--- src/rtl/flkg_pkg.sv ---
package flkg_pkg;

  typedef enum logic [1:0] {
    KS_LOCKED = 2'd0,
    KS_ARMED  = 2'd1,
    KS_ONCE   = 2'd2,
    KS_OPEN   = 2'd3
  } key_st_e;

  localparam logic [7:0] KEY_ARM   = 8'hA5;
  localparam logic [7:0] KEY_ONCE  = 8'hF1;
  localparam logic [7:0] KEY_OPEN  = 8'hF2;
  localparam logic [7:0] KEY_CLOSE = 8'h5A;

  localparam int OFS_CFG     = 'h00;
  localparam int OFS_CFG_SET = 'h04;
  localparam int OFS_CFG_CLR = 'h08;
  localparam int OFS_WADDR   = 'h10;
  localparam int OFS_WDATA   = 'h14;
  localparam int OFS_KEY     = 'h18;

  localparam int BIT_ERR   = 2;
  localparam int BIT_ERASE = 18;
  localparam int BIT_BUSY  = 20;

  function automatic logic [31:0] halfword_next(input logic [31:0] a);
    return a + 32'd2;
  endfunction

  function automatic logic [31:0] page_floor(input logic [31:0] a, input int unsigned lsb);
    return (a >> lsb) << lsb;
  endfunction

  function automatic key_st_e key_step(input key_st_e s, input logic key_wr,
                                       input logic [7:0] k, input logic consume);
    key_st_e n;
    n = s;
    case (s)
      KS_LOCKED: if (key_wr) n = (k == KEY_ARM) ? KS_ARMED : KS_LOCKED;
      KS_ARMED: begin
        if (key_wr) begin
          if (k == KEY_ONCE)      n = KS_ONCE;
          else if (k == KEY_OPEN) n = KS_OPEN;
          else                    n = KS_LOCKED;
        end
      end
      KS_ONCE: if (key_wr || consume) n = KS_LOCKED;
      KS_OPEN: if (key_wr) n = KS_LOCKED;
      default: n = KS_LOCKED;
    endcase
    return n;
  endfunction

endpackage

--- src/rtl/flkg_key_seq.sv ---
module flkg_key_seq
  import flkg_pkg::*;
(
  input  logic       clk,
  input  logic       rst_n,
  input  logic       key_wr,
  input  logic [7:0] key_byte,
  input  logic       consume,
  output logic       key_open
);

  key_st_e state;

  always_ff @(posedge clk) begin
    if (!rst_n) state <= KS_LOCKED;
    else        state <= key_step(state, key_wr, key_byte, consume);
  end

  assign key_open = (state == KS_ONCE) || (state == KS_OPEN);


  oneshot_relock_chk: assert property (@(posedge clk) disable iff (!rst_n)
    (state == KS_ONCE && consume) |=> (state == KS_LOCKED));


  bad_arm_chk: assert property (@(posedge clk) disable iff (!rst_n)
    (state == KS_ARMED && key_wr && key_byte != KEY_ONCE && key_byte != KEY_OPEN)
      |=> (state == KS_LOCKED));


  open_hold_chk: assert property (@(posedge clk) disable iff (!rst_n)
    (state == KS_OPEN && !key_wr) |=> (state == KS_OPEN));


  close_key_chk: assert property (@(posedge clk) disable iff (!rst_n)
    (state == KS_OPEN && key_wr && key_byte == KEY_CLOSE) |=> !key_open);

endmodule

--- src/rtl/flkg_cfg_regs.sv ---
module flkg_cfg_regs
  import flkg_pkg::*;
#(
  parameter int FA_W = 18
) (
  input  logic            clk,
  input  logic            rst_n,
  input  logic            cfg_wr,
  input  logic            set_wr,
  input  logic            clr_wr,
  input  logic            waddr_wr,
  input  logic            erase_bit,
  input  logic            err_bit,
  input  logic [FA_W-1:1] waddr_in,
  input  logic            reject,
  input  logic            launch,
  output logic            erase_en,
  output logic            err,
  output logic [FA_W-1:0] waddr
);

  always_ff @(posedge clk) begin
    if (!rst_n) begin
      erase_en <= 1'b0;
    end else if (cfg_wr) begin
      erase_en <= erase_bit;
    end else if (set_wr && erase_bit) begin
      erase_en <= 1'b1;
    end else if (clr_wr && erase_bit) begin
      erase_en <= 1'b0;
    end
  end

  always_ff @(posedge clk) begin
    if (!rst_n)                  err <= 1'b0;
    else if (reject)             err <= 1'b1;
    else if (clr_wr && err_bit)  err <= 1'b0;
  end

  always_ff @(posedge clk) begin
    if (!rst_n)                    waddr <= '0;
    else if (waddr_wr)             waddr <= {waddr_in, 1'b0};
    else if (launch && !erase_en)  waddr <= FA_W'(halfword_next(32'(waddr)));
  end


  addr_step_chk: assert property (@(posedge clk) disable iff (!rst_n)
    (launch && !erase_en) |=> (waddr == $past(waddr) + FA_W'(2)));


  erase_keep_chk: assert property (@(posedge clk) disable iff (!rst_n)
    (launch && erase_en) |=> $stable(waddr));


  err_sticky_chk: assert property (@(posedge clk) disable iff (!rst_n)
    (err && !clr_wr) |=> err);

endmodule

--- src/rtl/flkg_op_launch.sv ---
module flkg_op_launch
  import flkg_pkg::*;
#(
  parameter int FA_W       = 18,
  parameter int PAGE_BYTES = 1024
) (
  input  logic            clk,
  input  logic            rst_n,
  input  logic            launch,
  input  logic            erase_en,
  input  logic [FA_W-1:0] waddr,
  input  logic [15:0]     hword,
  input  logic            fl_done,
  output logic            fl_prog,
  output logic            fl_erase,
  output logic [FA_W-1:0] fl_addr,
  output logic [15:0]     fl_wdata,
  output logic            busy
);

  localparam int unsigned PAGE_LSB = $clog2(PAGE_BYTES);

  logic [FA_W-1:0] page_addr;
  assign page_addr = FA_W'(page_floor(32'(waddr), PAGE_LSB));

  always_ff @(posedge clk) begin
    if (!rst_n) begin
      fl_prog  <= 1'b0;
      fl_erase <= 1'b0;
      fl_addr  <= '0;
      fl_wdata <= '0;
    end else begin
      fl_prog  <= launch && !erase_en;
      fl_erase <= launch && erase_en;
      if (launch) begin
        fl_addr  <= erase_en ? page_addr : waddr;
        fl_wdata <= erase_en ? 16'h0000 : hword;
      end
    end
  end

  always_ff @(posedge clk) begin
    if (!rst_n)       busy <= 1'b0;
    else if (launch)  busy <= 1'b1;
    else if (fl_done) busy <= 1'b0;
  end


  strobe_onehot_chk: assert property (@(posedge clk) disable iff (!rst_n)
    $onehot0({fl_prog, fl_erase}));


  strobe_pulse_chk: assert property (@(posedge clk) disable iff (!rst_n)
    (fl_prog || fl_erase) |=> !(fl_prog || fl_erase));


  busy_with_strobe_chk: assert property (@(posedge clk) disable iff (!rst_n)
    (fl_prog || fl_erase) |-> busy);


  busy_hold_chk: assert property (@(posedge clk) disable iff (!rst_n)
    (busy && !fl_done) |=> busy);


  erase_aligned_chk: assert property (@(posedge clk) disable iff (!rst_n)
    fl_erase |-> (fl_addr[PAGE_LSB-1:0] == '0));

endmodule

--- src/rtl/flash_keyguard.sv ---
module flash_keyguard
  import flkg_pkg::*;
#(
  parameter int FA_W       = 18,
  parameter int PAGE_BYTES = 1024,
  parameter int RA_W       = 5
) (
  input  logic            clk,
  input  logic            rst_n,
  input  logic            reg_wr,
  input  logic [RA_W-1:0] reg_addr,
  input  logic [31:0]     reg_wdata,
  output logic [31:0]     reg_rdata,
  output logic [FA_W-1:0] fl_addr,
  output logic [15:0]     fl_wdata,
  output logic            fl_prog,
  output logic            fl_erase,
  input  logic            fl_done,
  output logic            busy
);

  logic cfg_wr, set_wr, clr_wr, waddr_wr, data_wr, key_wr;
  logic key_open, launch, reject;
  logic erase_en, err;
  logic [FA_W-1:0] waddr;
  logic [31:0] cfg_view;
  logic unused_wdata_hi;

  assign unused_wdata_hi = ^reg_wdata[31:19];

  assign cfg_wr   = reg_wr && (reg_addr == RA_W'(OFS_CFG));
  assign set_wr   = reg_wr && (reg_addr == RA_W'(OFS_CFG_SET));
  assign clr_wr   = reg_wr && (reg_addr == RA_W'(OFS_CFG_CLR));
  assign waddr_wr = reg_wr && (reg_addr == RA_W'(OFS_WADDR));
  assign data_wr  = reg_wr && (reg_addr == RA_W'(OFS_WDATA));
  assign key_wr   = reg_wr && (reg_addr == RA_W'(OFS_KEY));

  assign launch = data_wr && key_open && !busy;
  assign reject = data_wr && !launch;

  flkg_key_seq u_key (
    .clk      (clk),
    .rst_n    (rst_n),
    .key_wr   (key_wr),
    .key_byte (reg_wdata[7:0]),
    .consume  (launch),
    .key_open (key_open)
  );

  flkg_cfg_regs #(.FA_W(FA_W)) u_cfg (
    .clk       (clk),
    .rst_n     (rst_n),
    .cfg_wr    (cfg_wr),
    .set_wr    (set_wr),
    .clr_wr    (clr_wr),
    .waddr_wr  (waddr_wr),
    .erase_bit (reg_wdata[BIT_ERASE]),
    .err_bit   (reg_wdata[BIT_ERR]),
    .waddr_in  (reg_wdata[FA_W-1:1]),
    .reject    (reject),
    .launch    (launch),
    .erase_en  (erase_en),
    .err       (err),
    .waddr     (waddr)
  );

  flkg_op_launch #(.FA_W(FA_W), .PAGE_BYTES(PAGE_BYTES)) u_op (
    .clk      (clk),
    .rst_n    (rst_n),
    .launch   (launch),
    .erase_en (erase_en),
    .waddr    (waddr),
    .hword    (reg_wdata[15:0]),
    .fl_done  (fl_done),
    .fl_prog  (fl_prog),
    .fl_erase (fl_erase),
    .fl_addr  (fl_addr),
    .fl_wdata (fl_wdata),
    .busy     (busy)
  );

  always_comb begin
    cfg_view            = '0;
    cfg_view[BIT_ERR]   = err;
    cfg_view[BIT_ERASE] = erase_en;
    cfg_view[BIT_BUSY]  = busy;
  end

  always_comb begin
    reg_rdata = '0;
    if (reg_addr == RA_W'(OFS_CFG) || reg_addr == RA_W'(OFS_CFG_SET) ||
        reg_addr == RA_W'(OFS_CFG_CLR))
      reg_rdata = cfg_view;
    else if (reg_addr == RA_W'(OFS_WADDR))
      reg_rdata = 32'(waddr);
  end


  locked_reject_chk: assert property (@(posedge clk) disable iff (!rst_n)
    (data_wr && !key_open) |=> !(fl_prog || fl_erase));


  busy_reject_chk: assert property (@(posedge clk) disable iff (!rst_n)
    (data_wr && busy) |=> (err && !(fl_prog || fl_erase)));

endmodule

--- config.mk ---
export PLATFORM = sky130hd
export DESIGN_NAME = flash_keyguard
export DESIGN_NICKNAME = d
export VERILOG_FILES = /design/src/rtl/flkg_pkg.sv /design/src/rtl/flkg_key_seq.sv /design/src/rtl/flkg_cfg_regs.sv /design/src/rtl/flkg_op_launch.sv /design/src/rtl/flash_keyguard.sv
export SDC_FILE = /design/constraint.sdc
export NUM_CORES = 1
export LEC_CHECK = 0
export BUFFER_PORTS_ARGS = -buffer_cell sky130_fd_sc_hd__buf_4
export CAP_MARGIN = 30
export CORE_ASPECT_RATIO = 1.25
export CORE_MARGIN = 3
export CORE_UTILIZATION = 39
export CTS_BUF_LIST = sky130_fd_sc_hd__clkbuf_16
export CTS_CLUSTER_SIZE = 28
export DETAILED_ROUTE_END_ITERATION = 16
export GPL_TIMING_DRIVEN = 0
export PLACE_DENSITY = 0.77
export SLEW_MARGIN = 20
export SYNTH_ARGS = -nofsm -noshare
export SYNTH_HDL_FRONTEND = slang
export SYNTH_SLANG_ARGS = --single-unit
--- constraint.sdc ---
create_clock -name clk -period 2 [get_ports clk]
set_clock_uncertainty 0.1 [all_clocks]
set_input_delay 0 -clock clk [delete_from_list [all_inputs] [get_ports clk]]
set_output_delay 0 -clock clk [all_outputs]
set_load 0.005 [all_outputs]
==> flow_metrics.tcl, run 1 <==
set metrics [dict create \
    hp-class "input port to register" \
    timing.critical_path.slowest_cell_delay_ps 490 \
    total_leakage_power_nw 1.84 \
    tritoncts_clock_tree "built" \
    num_antenna_cells 0 \
    die-height_um 101 \
    p_per_area_nw_per_um2 703 \
    outcome "finished clean" \
    worst-endpoint-required_ps 2150 \
    routedWlPerCell_um 16.5 \
    min_period_ps 1960 \
    synthesis.area_per_instance_sq_um 9.45 \
    placement_rows 34 \
    timing.final.max_slew_violations 0 \
    drt-total-wl_um 8620 \
    clock_root_buffer_master "sky130_fd_sc_hd__clkbuf_16" \
    boundaryPins 110 \
    total_nets_final 470 \
    dp_slack_ps -144 \
    syn_inst 299 \
    clock_buffers_created_by_tritoncts 9 \
    cts.clk_slew.worst_paths_ps 50 \
    synthArstFlopShare 0 \
    number_of_setup_violations_in_the_final_report 0 \
    drt-initial-drc-count 322 \
    yosys_register_bits 57 \
    hold_start "reg_addr[4]" \
    critPathLaunchType "register" \
    final_cell_mix "sky130_fd_sc_hd__buf_4, sky130_fd_sc_hd__dfxtp_1, sky130_fd_sc_hd__dlygate4sd3_1, sky130_fd_sc_hd__a22o_1, sky130_fd_sc_hd__and3_1" \
    timing_worst_slew_pin_value_ps 522 \
    core_area_sq_um 7020 \
    crit_start "u_cfg.waddr[2]" \
    initial_antenna_violation_count 0 \
    detail_route.drc_violations 0 \
    crit_buf_inv 0 \
    timing_worst_setup_path_type "register to register" \
    end_kind "register" \
    first_pass_grt_wire_length_um 13800 \
    drive_gt1_frac 0.316 \
    worstPathArrival_ps 2100 \
    worst_case_vdd_ir_drop_v 0.000436 \
    final_critical_path_setup_slack_ps 44.9 \
    number_of_global_route_vias_before_repair 2771 \
    final_core_utilization 0.598 \
    grt_overflow 0 \
    viasPerCell 5.54 \
    post-dp-hpwl_um 6070 \
    post_cts_buffers 0 \
    floorplan.die_area_sq_um 8310 \
    synthToLayoutAreaGrowth_pct 48.6 \
    edff_count_synth 0 \
    timing.rr.start "u_cfg.waddr[2]" \
    path_max_fanout 8 \
    worst_skew_pair.late_latency_ps 330 \
    slowest_stage "sky130_fd_sc_hd__or4_1" \
    layout.filler_cells 612 \
    critical_path.top_delay_family "simple AND/OR/NAND/NOR gates" \
    report.final.hold_viol_count 0 \
    max_buffers_root_to_sink 2 \
    cts_sinks 57 \
    fin_crit_sh 0.978 \
    final_common_cell "sky130_fd_sc_hd__buf_4" \
    setup_repair_after_global_routing_missed_its_margin "yes" \
    finalWeightedCongestion 0.926 \
    gr-usage-all-layers 0.214 \
    post_synth_instance_area_sq_um 2830 \
    fmaxAchievable_ghz 0.511 \
    dr.pass1.iters 6 \
    max_cap_viols 0 \
    pin_count_of_the_biggest_net_entering_global_routing 11 \
    ys_dominant_reg_cell "sky130_fd_sc_hd__dfxtp_1" \
    relSlewSlack 0.652 \
    htree_num_levels 3 \
    die_span_x_um 82.1 \
    post_synth_num_cell_types 61 \
    via_count 2895 \
    ant_nets 0 \
    sequential_fraction_of_the_synthesis_area 0.404 \
    series_of_cell_instances_along_the_critical_path "ha_1, and3_4, nand4_1, or4_1, a31oi_1" \
    io_buffer_count 80 \
    floorplan.initialDensity 0.403 \
    synthesis.yosys.warnings 0 \
]
==> routing by layer <==
layer | vias up | wire length (um) | GRT usage
met2 | 141 | 4450 | 0.361
met4 | 0 | 319 | 0.118
met3 | 33 | 650 | 0.0472
met1 | 1348 | 3190 | 0.249
met5 | - | 0 | 0
li1 | 1373 | - | -
==> tightest hold or removal path, delay by kind of cell <==
kind | cells | cell delay (ps)
AOI/OAI and AO/OA | 2 | 200
and+or+nand+nor | 1 | 130
buffers and inverters | 1 | 100
==> final timing paths <==
kind	endpoint	slack (ps)	depth (start not counted)
setup reg to reg	u_cfg.waddr[13]	40	5
setup / recovery	u_cfg.waddr[13]	40	5
hold / removal	u_cfg.erase_en	40	4
hold reg to reg	u_op.fl_addr[1]	370	2
==> power breakdown <==
part	internal [mW]	switching (mW)	total [mW]
Sequential	1.14	0.00508	1.15
Clock	1.07	0.519	1.59
Combinational	0.112	0.0999	0.212
Total	2.33	0.624	2.95
==> cell families (layout without fill, tap and decap cells) <==
logic type               count (synthesis)  count (layout)  share of synthesized area
AO/OA/AOI/OAI                           78              78                      0.209
XOR/XNOR                                 6               6                     0.0186
adder cells (fa/ha/maj)                  1               1                    0.00443
buffers and inverters                   40             161                     0.0965
flip-flops                              57              57                      0.404
multiplexers                            10              10                     0.0354
other                                    1              14                    0.00133
AND/OR/NAND/NOR                        106             106                      0.231
==> final cells by class <==
type | count | area [sq um] | area share
clock buffer | 9 | 225 | 0.0536
buffer | 32 | 239 | 0.0569
tap | 90 | 113 | 0.0268
sequential | 57 | 1140 | 0.272
inverter | 6 | 27.5 | 0.00656
clock inverter | 7 | 85.1 | 0.0203
multi-input combinational | 215 | 1500 | 0.356
timing repair buffer | 107 | 871 | 0.207
==> stage by stage <==
stage / cell area [sq um] / power [mW] / TNS (ps) / hold slack [ps] / cells
floorplan: 2880 / 1.25 / 0 / 25.5 / 312
global placement: 3590 / 1.33 / -279 / 129 / 482
detailed placement: 3590 / 1.33 / -391 / 131 / 482
CTS: 4170 / 2.96 / 0 / 5.01 / 524
global route: 4200 / 3.02 / -41.5 / 70.9 / 523
finish: 4200 / 2.95 / 0 / 43.3 / 523
==> synthesized netlist by cell type (4+ instances only) <==
cell type,n,share of area
sky130_fd_sc_hd__and3_1,21,0.046
sky130_fd_sc_hd__mux2i_1,10,0.035
sky130_fd_sc_hd__nand3_1,8,0.014
sky130_fd_sc_hd__buf_4,16,0.042
sky130_fd_sc_hd__a21oi_1,11,0.019
sky130_fd_sc_hd__nand2_1,16,0.021
sky130_fd_sc_hd__nand4_1,6,0.013
sky130_fd_sc_hd__a22oi_1,10,0.027
sky130_fd_sc_hd__o21ai_0,4,0.0071
sky130_fd_sc_hd__or4_1,4,0.011
sky130_fd_sc_hd__nor2_1,13,0.017
sky130_fd_sc_hd__inv_1,5,0.0066
sky130_fd_sc_hd__a22o_1,24,0.074
sky130_fd_sc_hd__dfxtp_1,57,0.40
sky130_fd_sc_hd__clkbuf_1,9,0.012
sky130_fd_sc_hd__a31oi_1,4,0.0089
sky130_fd_sc_hd__xor2_1,5,0.015
sky130_fd_sc_hd__o22ai_1,4,0.0089
sky130_fd_sc_hd__nor3_1,5,0.0089
sky130_fd_sc_hd__and2_1,5,0.011
==> what timing repair did <==
action,4_1_cts,5_1_grt
hold endpoints to repair,36,0
endpoints found under the setup margin,8,14
pin swaps,0,1
resized for setup,4,8
hold buffers,27,0
==> registers in the layout (all words and copies together), names as in the netlist <==
name            cells
u_cfg.erase_en      1
u_key.state         2
u_op.fl_erase       1
u_op.fl_wdata      16
u_op.busy           1
u_cfg.err           1
u_op.fl_prog        1
u_cfg.waddr        17
u_op.fl_addr       17
Note: power is estimated with default switching activity, not from simulation.
==> inputs of run 2 (changes only) <==
Settings changed: ABC_AREA set to 1, CTS_CLUSTER_SIZE 28 to unset, PLACE_DENSITY 0.77 to 0.75.
==> flow_metrics.tcl, run 2 <==
set metrics [dict create \
    post-dp-hpwl_um 7090 \
    routedWlPerCell_um 13.8 \
    clock_buffers_created_by_tritoncts 9 \
    total_nets_final 616 \
    slowest_stage "sky130_fd_sc_hd__dfxtp_1" \
    crit_path_end "u_cfg.waddr[13]" \
    post_cts_buffers 0 \
    detail_route.drc_violations 0 \
    post_synth_num_cell_types 38 \
    final_common_cell "sky130_fd_sc_hd__buf_4" \
    fin_total_pwr_mw 2.86 \
    power.share.clock 0.528 \
    power.internal_mw 2.20 \
    drt-total-wl_um 9260 \
    end_kind "register" \
    timing_worst_setup_path_type "register to register" \
    synthToLayoutAreaGrowth_pct 41.6 \
    hp-class "input port to register" \
    syn_inst 446 \
    die_span_x_um 86.2 \
    post_synth_instance_area_sq_um 3140 \
    floorplan.die_area_sq_um 9160 \
    worst_r2r_path_depth 11 \
    worst_skew_pair.late_latency_ps 330 \
    comb_power_share 0.072 \
    reg2reg_setup_slack_ps 290 \
    edff_count_synth 0 \
    placement_rows 35 \
    crit_start "u_cfg.waddr[1]" \
    sequential_fraction_of_the_synthesis_area 0.364 \
    synth_area_in_compound_gates 0.117 \
    tritoncts_clock_tree "built" \
    fin_cells 671 \
    finalWeightedCongestion 0.967 \
    max_buffers_root_to_sink 2 \
    cts_sinks 57 \
    synth_top_family_by_area "simple AND/OR/NAND/NOR gates" \
    synthMuxAreaShare 0 \
    critPathLaunchType "register" \
    path_max_fanout 4 \
    r2r-end "u_cfg.waddr[13]" \
    sw_frac_of_total 0.231 \
    critPathMostFrequentCell "sky130_fd_sc_hd__nand2_1" \
    reg_top3 "u_cfg.waddr (17), u_op.fl_addr (17), u_op.fl_wdata (16)" \
    worstSetupPathDepth 11 \
    timing.critical_path.slowest_cell_delay_ps 380 \
    p_per_area_nw_per_um2 645 \
    grt_overflow 0 \
    number_of_global_route_vias_before_repair 3173 \
    synth-simple-area-share 0.358 \
    hold_start "reg_addr[0]" \
    ant_nets 0 \
    worst-endpoint-required_ps 2170 \
    die-height_um 106 \
    netSwitchingPower_mw 0.661 \
    worstPathArrival_ps 1890 \
    fin_setup_tns_ps 0 \
    dr.pass1.iters 5 \
    ys_dominant_reg_cell "sky130_fd_sc_hd__dfxtp_1" \
    fin_crit_sh 0.857 \
    io_buffer_count 81 \
    synthesis.area_per_instance_sq_um 7.03 \
    boundaryPins 110 \
    total_leakage_power_nw 2.05 \
    cts.clk_slew.worst_paths_ps 50 \
    fmaxAchievable_ghz 0.583 \
    report.final.hold_viol_count 0 \
    floorplan.initialDensity 0.414 \
    via_count 3351 \
    post-synth-top-area-cell "sky130_fd_sc_hd__dfxtp_1" \
    synth_commonest_cells "sky130_fd_sc_hd__nand2_1, sky130_fd_sc_hd__nand3_1, sky130_fd_sc_hd__dfxtp_1" \
    critical_path.top_delay_family "simple AND/OR/NAND/NOR gates" \
    viasPerCell 4.99 \
    layout.filler_cells 699 \
    synthArstFlopShare 0 \
    yosys.area_share.xor_xnor 0.0140 \
    synth_adder_area_share 0.00399 \
    initial_antenna_violation_count 0 \
    regArea_sq_um 1140 \
    num_antenna_cells 0 \
    setup_repair_after_global_routing_missed_its_margin "no" \
    drt-initial-drc-count 135 \
    seq_power_share 0.399 \
    first_pass_grt_wire_length_um 15000 \
    timing.rr.start "u_cfg.waddr[1]" \
    synth_top_cells_by_area "sky130_fd_sc_hd__dfxtp_1, sky130_fd_sc_hd__nand2_1, sky130_fd_sc_hd__nand3_1" \
    synth.most_common_cell "sky130_fd_sc_hd__nand2_1" \
    gr-usage-all-layers 0.207 \
    crit_buf_inv 1 \
    max_cap_viols 0 \
    worst_case_vdd_ir_drop_v 0.000510 \
    drive_gt1_frac 0.283 \
    timing.final.max_slew_violations 0 \
    relSlewSlack 0.594 \
    clock_root_buffer_master "sky130_fd_sc_hd__clkbuf_16" \
    core_area_sq_um 7580 \
    yosys.area.top_type_share 0.364 \
    series_of_cell_instances_along_the_critical_path "ha_1, nand2_1, nor2_1, nand2_2, nor2_2, nand2_1, nand2_1, nand2_1, nand3_1, nand2_1, inv_1" \
    htree_num_levels 3 \
    timing_worst_slew_pin_value_ps 605 \
    min_period_ps 1710 \
    final_cell_mix "sky130_fd_sc_hd__buf_4, sky130_fd_sc_hd__nand2_1, sky130_fd_sc_hd__nand3_1, sky130_fd_sc_hd__dfxtp_1, sky130_fd_sc_hd__nor2_1" \
    pin_count_of_the_biggest_net_entering_global_routing 12 \
    place.detailed.instances 632 \
    synthesis.yosys.warnings 0 \
    outcome "finished clean" \
    multi_input_area_sq_um 1600 \
    number_of_setup_violations_in_the_final_report 0 \
    yosys_register_bits 57 \
]
[run 2: cell count changes in the layout (fill, tap and decap cells not counted), sizes merged, moves of 21 or more]
cell   previous run  this run
a22o             24         0
and3             21         0
inv               5        49
nand2            17       102
nand3             8        58
nor2             15        63
o21ai             5        30
[run 2: logic make-up after synthesis]
group | Yosys count
and+or+nand+nor | 240
buffers and inverters | 82
AOI/OAI and AO/OA | 60
DFF | 57
xor gates and xnor gates | 5
adders and majority gates | 1
other | 1
[run 2: per-layer routing]
metal,vias to the layer above,global-route usage,share of wire
li1,1677,-,-
met1,1530,0.233,0.40
met2,125,0.362,0.50
met3,19,0.0488,0.071
met4,0,0.0947,0.027
met5,-,0,0
[run 2: what timing repair did]
item                                    in CTS  in global routing
hold buffers                                25                  0
endpoints found under the setup margin       0                  1
gates resized for setup                      0                  1
endpoints found under the hold margin       37                  0
[run 2: how the worst min path moves through the flow]
stage / end / slack [ps] / cells after the start
after global routing: u_key.state[0] / 60 / 4
after floorplan: u_op.fl_wdata[0] / 3 / 2
after global placement: u_op.fl_wdata[8] / 100 / 3
final: u_cfg.err / 20 / 6
after CTS: u_cfg.err / 20 / 6
after detailed placement: u_op.fl_wdata[14] / 110 / 3
[run 2: metrics by stage]
step	instance area, sq um	hold WS [ps]	utilization	setup slack, ps
after CTS	4450	17.9	0.588	16.2
after global routing	4440	57.9	0.586	166
after global placement	3910	104	0.516	361
after detailed placement	3910	109	0.516	354
after floorplan	3180	3.13	-	587
final	4440	22.7	0.586	286
[run 2: cell type report]
cell class / count / area share
multi-input combinational: 320 / 0.360
tap: 92 / 0.0259
clock inverter: 7 / 0.0161
buffer: 27 / 0.0507
timing repair buffer: 105 / 0.191
sequential: 57 / 0.257
clock buffer: 9 / 0.0507
inverter: 54 / 0.0487
[run 2: power by group through the flow]
stage               clock network [mW]  registers [mW]  logic [mW]
floorplan                            0            1.17      0.0943
global placement                     0            1.17       0.166
detailed placement                   0            1.17       0.169
CTS                               1.53            1.14       0.207
global route                      1.59            1.14       0.226
finish                            1.51            1.14       0.207
[run 2: worst register-to-register path, stage by stage, from the launching register on]
cell and delay [ps]:
sky130_fd_sc_hd__dfxtp_1 380, sky130_fd_sc_hd__ha_1 210, sky130_fd_sc_hd__nand2_1 80, sky130_fd_sc_hd__nor2_1 220, sky130_fd_sc_hd__nand2_2 140, sky130_fd_sc_hd__nor2_2 160
sky130_fd_sc_hd__nand2_1 80, sky130_fd_sc_hd__nand2_1 70, sky130_fd_sc_hd__nand2_1 50, sky130_fd_sc_hd__nand3_1 60, sky130_fd_sc_hd__nand2_1 50, sky130_fd_sc_hd__inv_1 60
==> inputs of run 3 (changes only) <==
Settings changed: CORE_UTILIZATION 39 to 45, PLACE_DENSITY 0.75 to 0.84.
==> flow_metrics.tcl, run 3 (synthesis results as in run 2) <==
set metrics [dict create \
    fin_crit_sh 0.925 \
    fin_setup_tns_ps 0 \
    r2r-end "u_cfg.waddr[11]" \
    power.internal_mw 2.20 \
    htree_num_levels 3 \
    p_per_area_nw_per_um2 648 \
    clock_buffers_created_by_tritoncts 9 \
    worst-endpoint-required_ps 2170 \
    final_cell_mix "sky130_fd_sc_hd__buf_4, sky130_fd_sc_hd__nand2_1, sky130_fd_sc_hd__nand3_1, sky130_fd_sc_hd__dfxtp_1, sky130_fd_sc_hd__nor2_1" \
    dr.pass1.iters 5 \
    post-dp-hpwl_um 7060 \
    timing.rr.start "u_cfg.waddr[1]" \
    floorplan.die_area_sq_um 8010 \
    reg_top3 "u_cfg.waddr (17), u_op.fl_addr (17), u_op.fl_wdata (16)" \
    critPathLaunchType "input port" \
    min_period_ps 1850 \
    end_kind "register" \
    worst_r2r_path_depth 10 \
    netSwitchingPower_mw 0.671 \
    boundaryPins 110 \
    io_buffer_count 81 \
    outcome "finished clean" \
    placement_rows 33 \
    number_of_global_route_vias_before_repair 3265 \
    layout.filler_cells 587 \
    core_area_sq_um 6650 \
    drt-total-wl_um 9360 \
    critical_path.top_delay_family "buffers and inverters" \
    gr-usage-all-layers 0.242 \
    tritoncts_clock_tree "built" \
    num_antenna_cells 0 \
    worst_skew_pair.late_latency_ps 330 \
    routedWlPerCell_um 14.1 \
    clock_root_buffer_master "sky130_fd_sc_hd__clkbuf_16" \
    seq_power_share 0.398 \
    report.final.hold_viol_count 0 \
    fmaxAchievable_ghz 0.541 \
    number_of_setup_violations_in_the_final_report 0 \
    die_span_x_um 80.7 \
    detail_route.drc_violations 0 \
    regArea_sq_um 1140 \
    drt-initial-drc-count 231 \
    path_max_fanout 5 \
    drive_gt1_frac 0.283 \
    initial_antenna_violation_count 0 \
    pin_count_of_the_biggest_net_entering_global_routing 12 \
    via_count 3351 \
    first_pass_grt_wire_length_um 15100 \
    die-height_um 99.3 \
    setup_repair_after_global_routing_missed_its_margin "no" \
    power.share.clock 0.530 \
    worstPathArrival_ps 2020 \
    viasPerCell 5.03 \
    hp-class "input port to register" \
    total_nets_final 616 \
    timing.critical_path.slowest_cell_delay_ps 570 \
    slowest_stage "sky130_fd_sc_hd__dlygate4sd3_1" \
    worst_case_vdd_ir_drop_v 0.000420 \
    multi_input_area_sq_um 1600 \
    finalWeightedCongestion 0.906 \
    fin_total_pwr_mw 2.87 \
    synthToLayoutAreaGrowth_pct 41.5 \
    max_cap_viols 0 \
    max_buffers_root_to_sink 2 \
    min_delay_worst_endpoint "u_key.state[0]" \
    series_of_cell_instances_along_the_critical_path "dlygate4sd3_1, buf_4, nand4_1, dlygate4sd3_1, a21oi_1, dlygate4sd3_1" \
    grt_overflow 0 \
    cts.clk_slew.worst_paths_ps 50 \
    timing.final.max_slew_violations 0 \
    timing.hold.worst_path_depth 4 \
    crit_buf_inv 4 \
    comb_power_share 0.072 \
    floorplan.initialDensity 0.472 \
    total_leakage_power_nw 2.05 \
    reg2reg_setup_slack_ps 310 \
    cts_sinks 57 \
    hold_start "reg_addr[3]" \
    final_common_cell "sky130_fd_sc_hd__buf_4" \
    crit_start "reg_wr" \
    ant_nets 0 \
    sw_frac_of_total 0.234 \
    timing_worst_setup_path_type "input port to register" \
    critPathMostFrequentCell "sky130_fd_sc_hd__dlygate4sd3_1" \
]
==> run 3: cell count changes in the layout (fill, tap and decap cells not counted) <==
cell and delta:
sky130_fd_sc_hd__clkinvlp_4 +2, sky130_fd_sc_hd__inv_6 +1, sky130_fd_sc_hd__clkinv_4 -2, sky130_fd_sc_hd__clkinv_1 -1, sky130_fd_sc_hd__inv_2 -1, sky130_fd_sc_hd__inv_1 +1
==> run 3: cell type report <==
type                            count  area share
Multi-Input combinational cell    320       0.360
Sequential cell                    57       0.257
Timing Repair Buffer              105       0.191
Clock buffer                        9      0.0508
Buffer                             27      0.0508
Inverter                           54      0.0496
Tap cell                           87      0.0245
Clock inverter                      7      0.0158
==> run 3: what timing repair did <==
item,in CTS,in global routing
endpoints found under the hold margin,37,0
hold buffers,24,0
endpoints found under the setup margin,0,1
gates resized for setup,0,1
buffers inserted,0,0
==> run 3: worst reg2reg max path: stages (launching register included) <==
cell and delay [ps]:
sky130_fd_sc_hd__dfxtp_1 380, sky130_fd_sc_hd__ha_1 210, sky130_fd_sc_hd__nand2_1 90, sky130_fd_sc_hd__nor2_1 210, sky130_fd_sc_hd__nand2_2 130, sky130_fd_sc_hd__o21ai_0 160, sky130_fd_sc_hd__nand2_1 70, sky130_fd_sc_hd__nand2_1 80
sky130_fd_sc_hd__nand3_1 70, sky130_fd_sc_hd__nand2_1 60, sky130_fd_sc_hd__inv_1 40
==> run 3: how the worst max path moves through the flow <==
stage	slack [ps]	end	cells past startpoint
after CTS	70	u_cfg.erase_en	6
after global routing	70	u_cfg.erase_en	6
after floorplan	590	u_cfg.waddr[11]	10
after detailed placement	340	u_cfg.waddr[11]	10
after global placement	390	u_cfg.waddr[11]	10
final	150	u_cfg.erase_en	6
==> run 3: routing by layer <==
metal,track usage,part of all wire,up-vias
met5,0,0,-
met4,0.107,0.027,0
met3,0.0543,0.065,22
met2,0.450,0.53,128
met1,0.255,0.38,1528
li1,-,-,1673
==> run 3: stage by stage <==
stage	instance area [sq um]	utilization	hold slack (ps)	setup WS [ps]	instances
after floorplan	3180	-	3.13	587	459
after global placement	3900	0.587	102	385	627
after detailed placement	3900	0.587	112	343	627
after CTS	4440	0.667	36.9	68.1	667
after global routing	4440	0.667	63.6	70.9	666
final	4440	0.667	51.3	150	666
==> run 3: power by group through the flow <==
stage,combinational (mW),clock [mW],sequential [mW]
final,0.208,1.52,1.14
after global routing,0.225,1.60,1.14
after CTS,0.203,1.53,1.14
after detailed placement,0.167,0,1.17
after global placement,0.164,0,1.17
after floorplan,0.0943,0,1.17
